==> config.mk <==
export PLATFORM = sky130hd
export DESIGN_NAME = ssc_arbiter
export DESIGN_NICKNAME = d
export VERILOG_FILES = /design/src/rtl/ssc_pkg.sv /design/src/rtl/ssc_lowest.sv /design/src/rtl/ssc_cell.sv /design/src/rtl/ssc_arbiter.sv
export SDC_FILE = /design/constraint.sdc
export NUM_CORES = 1
export LEC_CHECK = 0
export ABC_AREA = 1
export BUFFER_PORTS_ARGS = -buffer_cell sky130_fd_sc_hd__clkbuf_2
export CORE_MARGIN = 5
export CORE_UTILIZATION = 30
export CTS_CLUSTER_SIZE = 12
export DETAILED_ROUTE_END_ITERATION = 16
export PLACE_DENSITY = 0.5
export SLEW_MARGIN = 20
export SYNTH_ARGS = -nofsm -noshare
export SYNTH_HDL_FRONTEND = slang
export SYNTH_HIERARCHICAL = 1
export SYNTH_SLANG_ARGS = --single-unit
==> constraint.sdc <==
create_clock -name clk -period 2.7 [get_ports clk]
set_input_delay 0.81 -clock clk [delete_from_list [all_inputs] [get_ports clk]]
set_output_delay 0.81 -clock clk [all_outputs]
set_load 0.02 [all_outputs]
==> src/rtl/ssc_pkg.sv <==
package ssc_pkg;
  function automatic int cnt_width(input int n_dev);
    return (n_dev < 1) ? 1 : $clog2(n_dev + 1);
  endfunction
endpackage

==> src/rtl/ssc_lowest.sv <==
module ssc_lowest #(
  parameter int W  = 5,
  parameter int IW = 3
) (
  input  logic [W-1:0]  vec_i,
  output logic [IW-1:0] idx_o,
  output logic          any_o
);
  always_comb begin
    idx_o = '0;
    for (int k = W - 1; k >= 0; k--) begin
      if (vec_i[k]) idx_o = IW'(k);
    end
  end

  assign any_o = |vec_i;
endmodule

==> src/rtl/ssc_cell.sv <==
module ssc_cell #(
  parameter int ID = 1,
  parameter int CW = 3
) (
  input  logic          clk,
  input  logic          rst_n,
  input  logic          restart_i,
  input  logic          sel_i,
  input  logic [CW-1:0] count_i,
  output logic          en_o
);
  logic sel_q;
  logic served_q;
  logic served_now;

  assign served_now = served_q | (count_i == CW'(ID));
  assign en_o       = sel_q & ~served_now;

  always_ff @(posedge clk or negedge rst_n) begin
    if (!rst_n) begin
      sel_q    <= 1'b0;
      served_q <= 1'b0;
    end else if (restart_i) begin
      sel_q    <= sel_i;
      served_q <= 1'b0;
    end else begin
      served_q <= served_now;
    end
  end
endmodule

==> src/rtl/ssc_arbiter.sv <==
module ssc_arbiter #(
  parameter int N_DEV = 4,
  localparam int CW = ssc_pkg::cnt_width(N_DEV)
) (
  input  logic             clk,
  input  logic             rst_n,
  input  logic [N_DEV-1:0] req_i,
  output logic [CW-1:0]    count_o,
  output logic [CW-1:0]    grant_id_o,
  output logic             grant_valid_o
);
  localparam int NCELL = N_DEV + 1;

  logic [CW-1:0]    cnt_q;
  logic [NCELL-1:0] cell_en;
  logic [NCELL-1:0] fresh_sel;
  logic [CW-1:0]    pend_idx;
  logic [CW-1:0]    fresh_idx;
  logic             pend_any;
  logic             fresh_any;
  logic             restart;
  logic             cnt_en;

  assign fresh_sel = {req_i, 1'b0};
  assign restart   = ~pend_any;

  for (genvar k = 0; k < NCELL; k++) begin : g_cell
    if (k == 0) begin : g_rest
      assign cell_en[k] = 1'b0;
    end else begin : g_track
      ssc_cell #(.ID(k), .CW(CW)) u_cell (
        .clk      (clk),
        .rst_n    (rst_n),
        .restart_i(restart),
        .sel_i    (fresh_sel[k]),
        .count_i  (cnt_q),
        .en_o     (cell_en[k])
      );
    end
  end

  ssc_lowest #(.W(NCELL), .IW(CW)) u_pick_pend (
    .vec_i(cell_en),
    .idx_o(pend_idx),
    .any_o(pend_any)
  );

  ssc_lowest #(.W(NCELL), .IW(CW)) u_pick_fresh (
    .vec_i(fresh_sel),
    .idx_o(fresh_idx),
    .any_o(fresh_any)
  );

  assign cnt_en = pend_any | fresh_any;

  always_ff @(posedge clk or negedge rst_n) begin
    if (!rst_n) begin
      cnt_q <= '0;
    end else if (cnt_en) begin
      cnt_q <= pend_any ? pend_idx : fresh_idx;
    end else begin
      cnt_q <= '0;
    end
  end

  assign count_o       = cnt_q;
  assign grant_valid_o = (cnt_q != '0);
  assign grant_id_o    = grant_valid_o ? (cnt_q - CW'(1)) : '0;
endmodule

* Word level (Yosys, flattened, before mapping)
Index checks and enable logic that the tools add are counted.
** Storage, ports and cells
- Flip-flop bits (word level) :: 11
- Bits of input ports :: 6
- Output and inout bits :: 7
- Logic and storage cells :: 45
** Cells by class
- Add/subtract/negate cells :: 1
- Equality and inequality tests :: 4
- Muxes and demuxes :: 15
- Bitwise operators :: 13
- Reduce and logical (&&, ||, !) cells :: 3
** Operators with widths (count)
- two-way mux 3 bit :: 11
- OR reduction 4 bit :: 2
- == test 3 x 2 -> 1 bit, second input constant :: 2
- bitwise OR 1 bit :: 5
- bitwise AND 1 bit :: 4
- two-way mux 1 bit :: 4
- inverter 1 bit :: 4
- == test 3 x 1 -> 1 bit, second input constant :: 1
- == test 3 bit, second input constant :: 1
- nonzero test 3 bit :: 1
- subtractor 3 x 1 -> 3 bit, second input constant :: 1

* Depth between registers and ports, before layout
- Depth in word-level cells :: 10
- Depth in mapped cells :: 9
- Depth with buffers taken out :: 9

* By module
The synthesis kept the hierarchy.
** By module, submodules not included
- ssc_cell (g_cell[1].g_track.u_cell ...) :: instances 2, cells each 12, area an instance 102.6 um^2, sequential area each 50.0 um^2
- ssc_arbiter :: instances 1, cells each 24, area an instance 177.7 um^2, sequential area each 75.1 um^2
- ssc_cell (g_cell[3].g_track.u_cell) :: instances 1, cells each 11, area an instance 98.8 um^2, sequential area each 50.0 um^2
- ssc_lowest :: instances 2, cells each 11, area an instance 47.5 um^2, sequential area each 0.0 um^2
- ssc_cell (g_cell[4].g_track.u_cell) :: instances 1, cells each 11, area an instance 90.1 um^2, sequential area each 50.0 um^2

* Worst setup path after synthesis
Ideal clock, no wire load.
- Path type :: reg-to-output
- Start point :: reg cnt_q[1], in the netlist count_o[1]
- End point :: out grant_id_o[0]
- Arrival :: 1.120 ns
- Data required time :: 1.890 ns
- Setup slack :: 0.770 ns
- Stages on the path, launching flop included :: 4
- Cells stage by stage :: dfrtp_1 > nor2_2 > ha_1 > nor2_1
** Between the ends
- Word-level cells in the longest chain between the ends :: 2
** RTL lines
- start, declared :: RTL line ssc_arbiter.sv:14 : logic [CW-1:0] cnt_q;
- start signal, assigned :: RTL line ssc_arbiter.sv:60 : cnt_q <= pend_any ? pend_idx : fresh_idx;
- nonzero test 3 bit :: RTL line ssc_arbiter.sv:67 : assign grant_valid_o = (cnt_q != '0);
- two-way mux 3 bit :: RTL line ssc_arbiter.sv:68 : assign grant_id_o = grant_valid_o ? (cnt_q - CW'(1)) : '0;
- end, declared :: RTL line ssc_arbiter.sv:9 : output logic [CW-1:0] grant_id_o,
No other way between the ends.

* Worst setup path in the final report
- Start point :: reg cnt_q[0], in the netlist count_o[0]
- End point :: out grant_id_o[0]
** Between the ends
- Word-level cells in the longest chain between the ends :: 2
** RTL lines (RTL line)
- subtractor 3 x 1 -> 3 bit / nonzero test 3 bit (equally long branches) :: ssc_arbiter.sv:68, ssc_arbiter.sv:67
- two-way mux 3 bit * :: ssc_arbiter.sv:68
Mark *: on every way between the ends. The rest lies on a longest branch, timed or not.

==> summary.md <==
| Metric | Value |
|---|---|
| Clock transition at path regs | 70 ps |
| Synth Instances | 92 |
| TritonCTS buffer count | 3 |
| Clock sinks | 11 |
| Synth Cell Area | 667 sq um |
| Synth async-reset ratio | 100% |
| CTS tree | done |
| Final period utilization | 78.0% |
| Cts repair resizes | 0 |
| VDD IR max | 0.458 mV |
| Top FF cell, synth | dfrtp_1 |
| Sequential area share after synthesis | 41.3% |
| Fillers | 247 |
| Max-cap violations | 0 |
| Critical path arrival | 1300 ps |
| Antenna cell count | 0 |
| First-pass detailed-route iteration total | 4 |
| All-Layer GR Usage | 9.18% |
| Max Freq | 475 MHz |
| Pwr dens | 997 nW/um^2 |
| Final Hold Fails | 0 |
| Top Family by Delay on Critical Path | flip-flops |
| Starting density of the core | 30.7% |
| Core Rows | 17 |
| Largest net degree at the start of global routing | 16 |
| Run status | finished, final reports clean |
| Relative area change from synthesis to final layout | 21.0% |
| Share of cells above drive strength 1 | 24.8% |
| Initial antenna violation count | 0 |
| Setup bufs post-CTS | 0 |
| Hold-fix buffers, CTS | 0 |
| # setup viols final | 0 |
| Core Area | 2170 sq um |
| Largest area contributor in the netlist | dfrtp_1 |
| Top cells by count, synth | inv_1 (23), nand2_1 (22), dfrtp_1 (11) |
| Final slew viol count | 0 |
| Final nets | 122 |
| Htree depth | 1 |
| HP Class | input pin to asynchronous set/reset pin |
| Wire per inst | 8.80 microns |
| Synth unique cells | 13 |
| Crit path required time | 1890 ps |
| Clock Skews | 1.98 ps |
| Clock Root Buffer | clkbuf_4 |
| Post-DR vias/cell | 4.12 |
| Setup TNS | 0 ps |
| Post-synth top area share | 41.3% |
| Min Clock Period, post-route | 2110 ps |
| Critical path type | register to output pin |
| Crit path largest cell delay | 500 ps |
| Iteration-0 DRC count of the detailed router | 11 |
| Post-layout util | 37.2% |
| Setup repair after global routing missed its margin | false |
| Leak pwr | 0.000441 uW |
| Fin cells | 141 |
| Syn Area/Cell | 7.25 sq um |
| Final wirelength | 1.24 mm |
| Placed cells | 137 |
| Worst setup SP type | register |
| Port Buffers | 12 |
| Crit-path cells | nor2_2 -> ha_1 -> nor2_1 -> clkbuf_2 |
| Via count | 581 |
| Clk Latency, worst-skew pair | 260 ps |
| First-pass GRT wire length | 2.35 mm |
| GR Overflow Total | 0 |
| Die Y-Extent | 57.2 microns |
| RD Place Congestion | 0.736 |
| Buf/Inv on CP | 1 |
| Die width | 57.2 microns |
| I/O pin count | 13 |
| HPWL Detailed | 1.04 mm |
| Yosys warnings | 6 |
| Synth Register Bits | 11 |
| Crit. End Element | output pin |
| Crit-path max FO | 8 |
| Slowest CP cell | dfrtp_1 |
| EDFF count, synth | 0 |
| Top cells by area, synth | dfrtp_1 (41%), inv_1 (13%), nand2_1 (12%), nor2_2 (5.6%), a21oi_2 (5.3%) |
| Number of routed nets with antenna violations | 0 |
| Die area | 3270 sq um |
| Vias in the first global route | 573 |
| Residual DRC | 0 |
| Clock buffer depth | 2 |
| Most frequent cell after synthesis | inv_1 |
-- cell families (layout without fill, tap and decap cells) --
group / count (synthesis) / count (layout) / share of synthesized area, %
buffers and inverters: 23 / 39 / 12.9
adder cells (fa/ha/maj): 2 / 2 / 3.75
other: 1 / 6 / 0.562
AO/OA/AOI/OAI: 10 / 10 / 9.76
flip-flops: 11 / 11 / 41.3
AND/OR/NAND/NOR: 45 / 45 / 31.7
-- per-layer routing --
layer  global-route usage, %  routed length (microns)
met5                       0                        0
met4                    5.96                       23
met3                    1.58                       72
met2                    15.5                      568
met1                    10.6                      576
-- worst paths after layout --
kind	startpoint	endpoint	slack, ps	depth (start not counted)
worst max-delay path	count_o[0]	grant_id_o[0]	590	4
worst min-delay path	rst_n	g_cell[2].g_track.u_cell/sel_q	410	1
worst max register to register	count_o[0]	count_o[1]	910	9
worst min register to register	g_cell[1].g_track.u_cell/served_q	g_cell[1].g_track.u_cell/served_q	530	2
max in group asynchronous	rst_n	count_o[1]	2070	1
min in group clk	g_cell[1].g_track.u_cell/served_q	g_cell[1].g_track.u_cell/served_q	530	2
-- stage by stage --
step	hold slack (ps)	area [sq um]	total power [uW]	setup WS, ps
floorplan	491	686	598	770
CTS	413	807	821	567
detailed placement	520	781	706	870
global placement	505	781	693	903
global route	421	807	898	449
finish	411	807	804	593
-- where the power goes --
part | internal, uW | total [uW] | switching [uW]
logic | 143 | 419 | 276
registers | 233 | 275 | 42.2
clock network | 57.1 | 111 | 53.4
total | 432 | 804 | 372
-- flip-flops by register name, summed over array words and instances (netlist names) --
name / count
count_o: 3
g_cell.g_track.u_cell/served_q: 4
g_cell.g_track.u_cell/sel_q: 4
-- layout by cell type, fill, tap and decap left out, drive strengths merged --
master  netlist  final
ha            2      2
a21oi         6      6
nand3         8      8
nor2         13     13
clkbuf        0     16
dfrtp        11     11
nand2        22     22
nor3          2      2
o21ai         4      4
conb          1      6
inv          23     23
-- final cells by class --
class	instances	area, sq um	area share (%)
multi-input cells	63	324	40.2
flip-flops and latches	11	275	34.1
inverters	23	86.3	10.7
repair buffers	12	60.1	7.44
well taps	28	35.0	4.34
clock buffers	4	26.3	3.26
(Power assumes the default switching activity.)
